===== src/rtl/pg_pkg.sv =====
package pg_pkg;
  localparam int CFG_W = 4;

  // bit3 xsel, bit2 pol, bit1 sel, bit0 en
  typedef struct packed {
    logic xsel;
    logic pol;
    logic sel;
    logic en;
  } pg_cfg_t;

  function automatic logic act_edge(input pg_cfg_t c, input logic rise, input logic fall);
    return c.pol ? fall : rise;
  endfunction

  function automatic logic run_ok(input pg_cfg_t c, input logic lvl, input logic trig);
    if (!c.en) return 1'b1;
    if (c.sel) return trig;
    return lvl ^ c.pol;
  endfunction

  function automatic logic mode_diff(input pg_cfg_t a, input pg_cfg_t b);
    return {a.pol, a.sel, a.en} != {b.pol, b.sel, b.en};
  endfunction
endpackage


===== src/rtl/pg_sync.sv =====
module pg_sync #(
  parameter int STAGES = 2
) (
  input  logic clk,
  input  logic rst_n,
  input  logic pin,
  output logic lvl,
  output logic rise,
  output logic fall
);
  logic [STAGES-1:0] sh;
  logic              prev;

  always_ff @(posedge clk or negedge rst_n) begin
    if (!rst_n) begin
      sh   <= '0;
      prev <= 1'b0;
    end else begin
      sh   <= {sh[STAGES-2:0], pin};
      prev <= sh[STAGES-1];
    end
  end

  assign lvl  = sh[STAGES-1];
  assign rise = lvl & ~prev;
  assign fall = ~lvl & prev;

  // a rise is only reported when the last flop takes a new value
  p_rise_fresh_r8: assert property (@(posedge clk) disable iff (!rst_n)
    rise |-> $past(sh[STAGES-2]));
endmodule


===== src/rtl/pg_mode_ctl.sv =====
module pg_mode_ctl
  import pg_pkg::*;
(
  input  logic    clk,
  input  logic    rst_n,
  input  logic    we,
  input  pg_cfg_t wdata,
  input  logic    disarm,
  input  logic    lvl,
  input  logic    rise,
  input  logic    fall,
  output pg_cfg_t cfg,
  output logic    trig,
  output logic    run,
  output logic    clr
);
  logic set_evt;

  assign clr     = disarm | (we & mode_diff(wdata, cfg));
  assign set_evt = cfg.en & cfg.sel & act_edge(cfg, rise, fall);
  assign run     = run_ok(cfg, lvl, trig);

  always_ff @(posedge clk or negedge rst_n) begin
    if (!rst_n) begin
      cfg  <= '0;
      trig <= 1'b0;
    end else begin
      if (we) cfg <= wdata;
      if (clr)          trig <= 1'b0;
      else if (set_evt) trig <= 1'b1;
    end
  end

  p_clear_wins_r5: assert property (@(posedge clk) disable iff (!rst_n)
    clr |=> !trig);
  p_trig_hold_r4: assert property (@(posedge clk) disable iff (!rst_n)
    (trig && !clr) |=> trig);
  p_trig_cause_r4: assert property (@(posedge clk) disable iff (!rst_n)
    $rose(trig) |-> $past(cfg.en && cfg.sel && (rise || fall)));
  p_disabled_free_r2: assert property (@(posedge clk) disable iff (!rst_n)
    !cfg.en |-> run);
endmodule


===== src/rtl/pg_strobe.sv =====
module pg_strobe (
  input  logic clk,
  input  logic rst_n,
  input  logic xsel,
  input  logic tick,
  input  logic xrise,
  input  logic run,
  output logic pace_evt,
  output logic conv_start
);
  assign pace_evt = xsel ? xrise : tick;

  always_ff @(posedge clk or negedge rst_n) begin
    if (!rst_n) conv_start <= 1'b0;
    else        conv_start <= pace_evt & run;
  end

  p_strobe_gated_r6: assert property (@(posedge clk) disable iff (!rst_n)
    conv_start |-> $past(run));
  p_tick_masked_r7: assert property (@(posedge clk) disable iff (!rst_n)
    (xsel && !xrise) |=> !conv_start);
  p_xpace_masked_r7: assert property (@(posedge clk) disable iff (!rst_n)
    (!xsel && !tick) |=> !conv_start);
endmodule


===== src/rtl/acq_pace_gate.sv =====
module acq_pace_gate
  import pg_pkg::*;
#(
  parameter int SYNC_STAGES = 2
) (
  input  logic             clk,
  input  logic             rst_n,
  input  logic             cfg_we,
  input  logic [CFG_W-1:0] cfg_wdata,
  input  logic             disarm,
  input  logic             tg_pin,
  input  logic             xpace_pin,
  input  logic             pacer_tick,
  output logic             tg_din,
  output logic             conv_start,
  output logic             acq_run
);
  localparam int NPIN = 2;
  localparam int TG = 0;
  localparam int XP = 1;

  logic [NPIN-1:0] pins, lvl, rise, fall;
  pg_cfg_t cfg;
  logic trig, run, clr, pace_evt;

  assign pins = {xpace_pin, tg_pin};

  for (genvar i = 0; i < NPIN; i++) begin : g_sync
    pg_sync #(.STAGES(SYNC_STAGES)) u_sync (
      .clk(clk), .rst_n(rst_n), .pin(pins[i]),
      .lvl(lvl[i]), .rise(rise[i]), .fall(fall[i]));
  end

  pg_mode_ctl u_mode (
    .clk(clk), .rst_n(rst_n), .we(cfg_we), .wdata(pg_cfg_t'(cfg_wdata)),
    .disarm(disarm), .lvl(lvl[TG]), .rise(rise[TG]), .fall(fall[TG]),
    .cfg(cfg), .trig(trig), .run(run), .clr(clr));

  pg_strobe u_strobe (
    .clk(clk), .rst_n(rst_n), .xsel(cfg.xsel), .tick(pacer_tick),
    .xrise(rise[XP]), .run(run), .pace_evt(pace_evt), .conv_start(conv_start));

  assign tg_din  = lvl[TG];
  assign acq_run = run;

  p_one_wide_r6: assert property (@(posedge clk) disable iff (!rst_n)
    (conv_start && !pace_evt) |=> !conv_start);
  p_gate_no_rearm_r3: assert property (@(posedge clk) disable iff (!rst_n)
    (cfg.en && !cfg.sel && !cfg_we && $rose(tg_din) && !cfg.pol) |-> acq_run);
endmodule


===== config.mk =====
export PLATFORM = sky130hd
export DESIGN_NAME = acq_pace_gate
export DESIGN_NICKNAME = d
export VERILOG_FILES = /design/src/rtl/pg_pkg.sv /design/src/rtl/pg_sync.sv /design/src/rtl/pg_mode_ctl.sv /design/src/rtl/pg_strobe.sv /design/src/rtl/acq_pace_gate.sv
export SDC_FILE = /design/constraint.sdc
export NUM_CORES = 1
export LEC_CHECK = 0
export BUFFER_PORTS_ARGS = -buffer_cell sky130_fd_sc_hd__buf_2
export CORE_MARGIN = 2
export CORE_UTILIZATION = 35
export CTS_CLUSTER_SIZE = 14
export DETAILED_ROUTE_END_ITERATION = 12
export HOLD_SLACK_MARGIN = 0.02
export PLACE_DENSITY_LB_ADDON = 0.05
export SYNTH_ARGS = -nofsm -noshare
export SYNTH_HDL_FRONTEND = slang
export SYNTH_SLANG_ARGS = --single-unit

===== constraint.sdc =====
create_clock -name clk -period 1.5 [get_ports clk]
set_clock_uncertainty 0.1 [all_clocks]
set_input_delay 0.075 -clock clk [delete_from_list [all_inputs] [get_ports clk]]
set_output_delay 0.075 -clock clk [all_outputs]
set_load 0.02 [all_outputs]

==> flow_summary.toml <==
[status]
status = "completed"

[global_routing]
grt_pass1_wl_mm = 1.20
grt_util_all_layers_pct = 12.5
grt_max_degree = 13
antenna_found_initial = 0
grt.overflow.total = 0
grt_pass1_vias = 322

[critical_path]
cp_cell_sequence = "xor2_1, mux2i_1, nand2_1, buf_6"
slowest_delay_ps = 410
required_ps = 1320
end_kind = "output pin"
cp_slowest_cell = "dfrtp_1"
worst-path-stages = 4
critical_path_class = "reg -> out"
cp_data_arrival_time_ps = 1250
crit_buf_inv = 1
crit_family = "flip-flops"
crit_path_max_fanout = 3
startpoint_type = "flop"
reg2reg_depth = 3

[drt]
final_antenna_net_count = 0
post_drt_wl_per_cell_um = 11.5
vias_per_cell = 4.30
drt-pass1-iter-count = 1
drt_iter0_markers = 0
drc = 0
num_vias = 314
wirelength_um = 840

[clock_network]
insertion_delay_ps = 270
cts_tree = "built"
numCtsBuffers = 3
clockRootBuffer = "clkbuf_4"
cts_sinks = 12
cts.path.max_buffers = 2
clk_pin_slew_ps = 70
cts.htree.levels = 1

[layout]
nNetsFinal = 71
stdcell_area_um2 = 684
antennaDiodeCount = 0
area_growth_pct = 50.7
layout.cells.non_filler = 73
final_cell_mix = "dfrtp_1, buf_2, dlygate4sd3_1"
fin_util_pct = 59.2
drive_above_1_share_pct = 35.6

[die]
core_region_area_mm2 = 0.00116
std_cell_rows = 12
die_y_um = 40.0
ios = 14
start_util_pct = 39.3
die_x_um = 40.0
die_area_mm2 = 0.00160

[sta]
maxSlewViolCount = 0
finalCriticalPeriod_ps = 1430
worst_pin_slew_ps = 269
period_share_pct = 95.1
setup_ws_ps = 73.8
rsz0062_at_grt = "yes"
final-hold-violation-count = 0
clock.fmax_ghz = 0.701
slew_headroom_pct = 82.1
setup_viol = 0

[place]
port_buffers = 13
place_ws_ps = 178
place_congestion = 0.688
dp_cells = 58
dpl-instance-area_um2 = 537

[synthesis]
synth_top_area_cell = "dfrtp_1"
postSynthAreaPerCell_um2 = 14.7
synth-seq-cells = 12
yosysTopAreaCellShare_pct = 66.1
yosysWarnings = 0
postSynthCellCount = 31
synth_area_leaders = "dfrtp_1, xor2_1, mux2_1"
ys_seq_area_share_pct = 66.1
synth_cell_types = 12
synth_area_um2 = 454
synth_nets = 42

[pwr]
p_leak_uw = 0.000326
ir_drop_uv = 459
p_per_area_mw_per_mm2 = 1060

[min_path]
whs_path_depth = 2
hp-class = "in -> reg"

[job]
maxCapViolCount = 0
## cell families (layout without fill, tap and decap cells)
kind of cell,count (synthesis),after routing,share of synthesized area [%]
muxes,6,6,14.3
DFF,12,12,66.1
and+or+nand+nor,5,5,5.78
AOI/OAI and AO/OA,4,4,6.06
xor gates and xnor gates,4,4,7.71
buffers and inverters,0,28,0
## power breakdown
group,switching [uW],internal [uW]
sequential,16.9,346
combinational,48.2,66.3
clock,100,147
total,165,560
## routing by layer
metal	global-route usage [%]	up-vias	wire (um)
met3	5.00	0	40
met2	21.0	8	413
met4	10.3	0	0
met1	11.7	140	386
li1	-	166	-
met5	0	-	0
## path summary, 6_finish.rpt
path | start | endpoint | slack [ps]
worst max-delay path | g_sync[0].u_sync.sh[1]$_DFF_PN0_ | acq_run | 70
worst min-delay path | cfg_we | u_mode.cfg[3]$_DFFE_PN0P_ | 40
worst max register to register | u_mode.cfg[0]$_DFFE_PN0P_ | u_mode.trig$_DFFE_PN0P_ | 180
worst min register to register | g_sync[0].u_sync.sh[0]$_DFF_PN0_ | g_sync[0].u_sync.sh[1]$_DFF_PN0_ | 250
max in group asynchronous | rst_n | u_mode.cfg[1]$_DFFE_PN0P_ | 980
min in group asynchronous | rst_n | g_sync[1].u_sync.sh[0]$_DFF_PN0_ | 100
## synthesized netlist by cell type, drive strengths merged
library cell  instances
mux2                  4
nand2                 1
a21oi                 2
nor4                  1
a221oi                1
o31a                  1
mux2i                 2
nor2                  1
dfrtp                12
nor2b                 2
xor2                  4
## per-stage QoR
step                      hold WS [ps]  total power, uW  setup TNS, ps
after global placement            -141              453              0
after global routing              38.5              770          -41.5
after detailed placement          -138              456              0
after floorplan                   -321              416              0
final                             39.6              725              0
after CTS                         29.2              733              0
## sequential cells by signal, summed over array words and instances (netlist names)
name	cells
u_strobe.conv_start	1
u_mode.trig	1
g_sync.u_sync.sh	4
g_sync.u_sync.prev	2
u_mode.cfg	4
## cell type report
class | count | area (um2)
Multi-Input combinational cell | 19 | 154
Sequential cell | 12 | 300
Fill cell | 91 | 472
Timing Repair Buffer | 24 | 176
Clock buffer | 4 | 36.3
Tap cell | 14 | 17.5
## worst register-to-register path, stage by stage (launching register included)
cell and delay [ps]:
dfrtp_1 420, xor2_1 190, o31a_1 280, nor4_1 230
## what timing repair did
action,4_1_cts,5_1_grt
gates resized for setup,0,2
endpoints found under the setup margin,0,1
hold buffers,9,0
endpoints found under the hold margin,20,0
setup buffers,0,2
(Power assumes the default switching activity.)
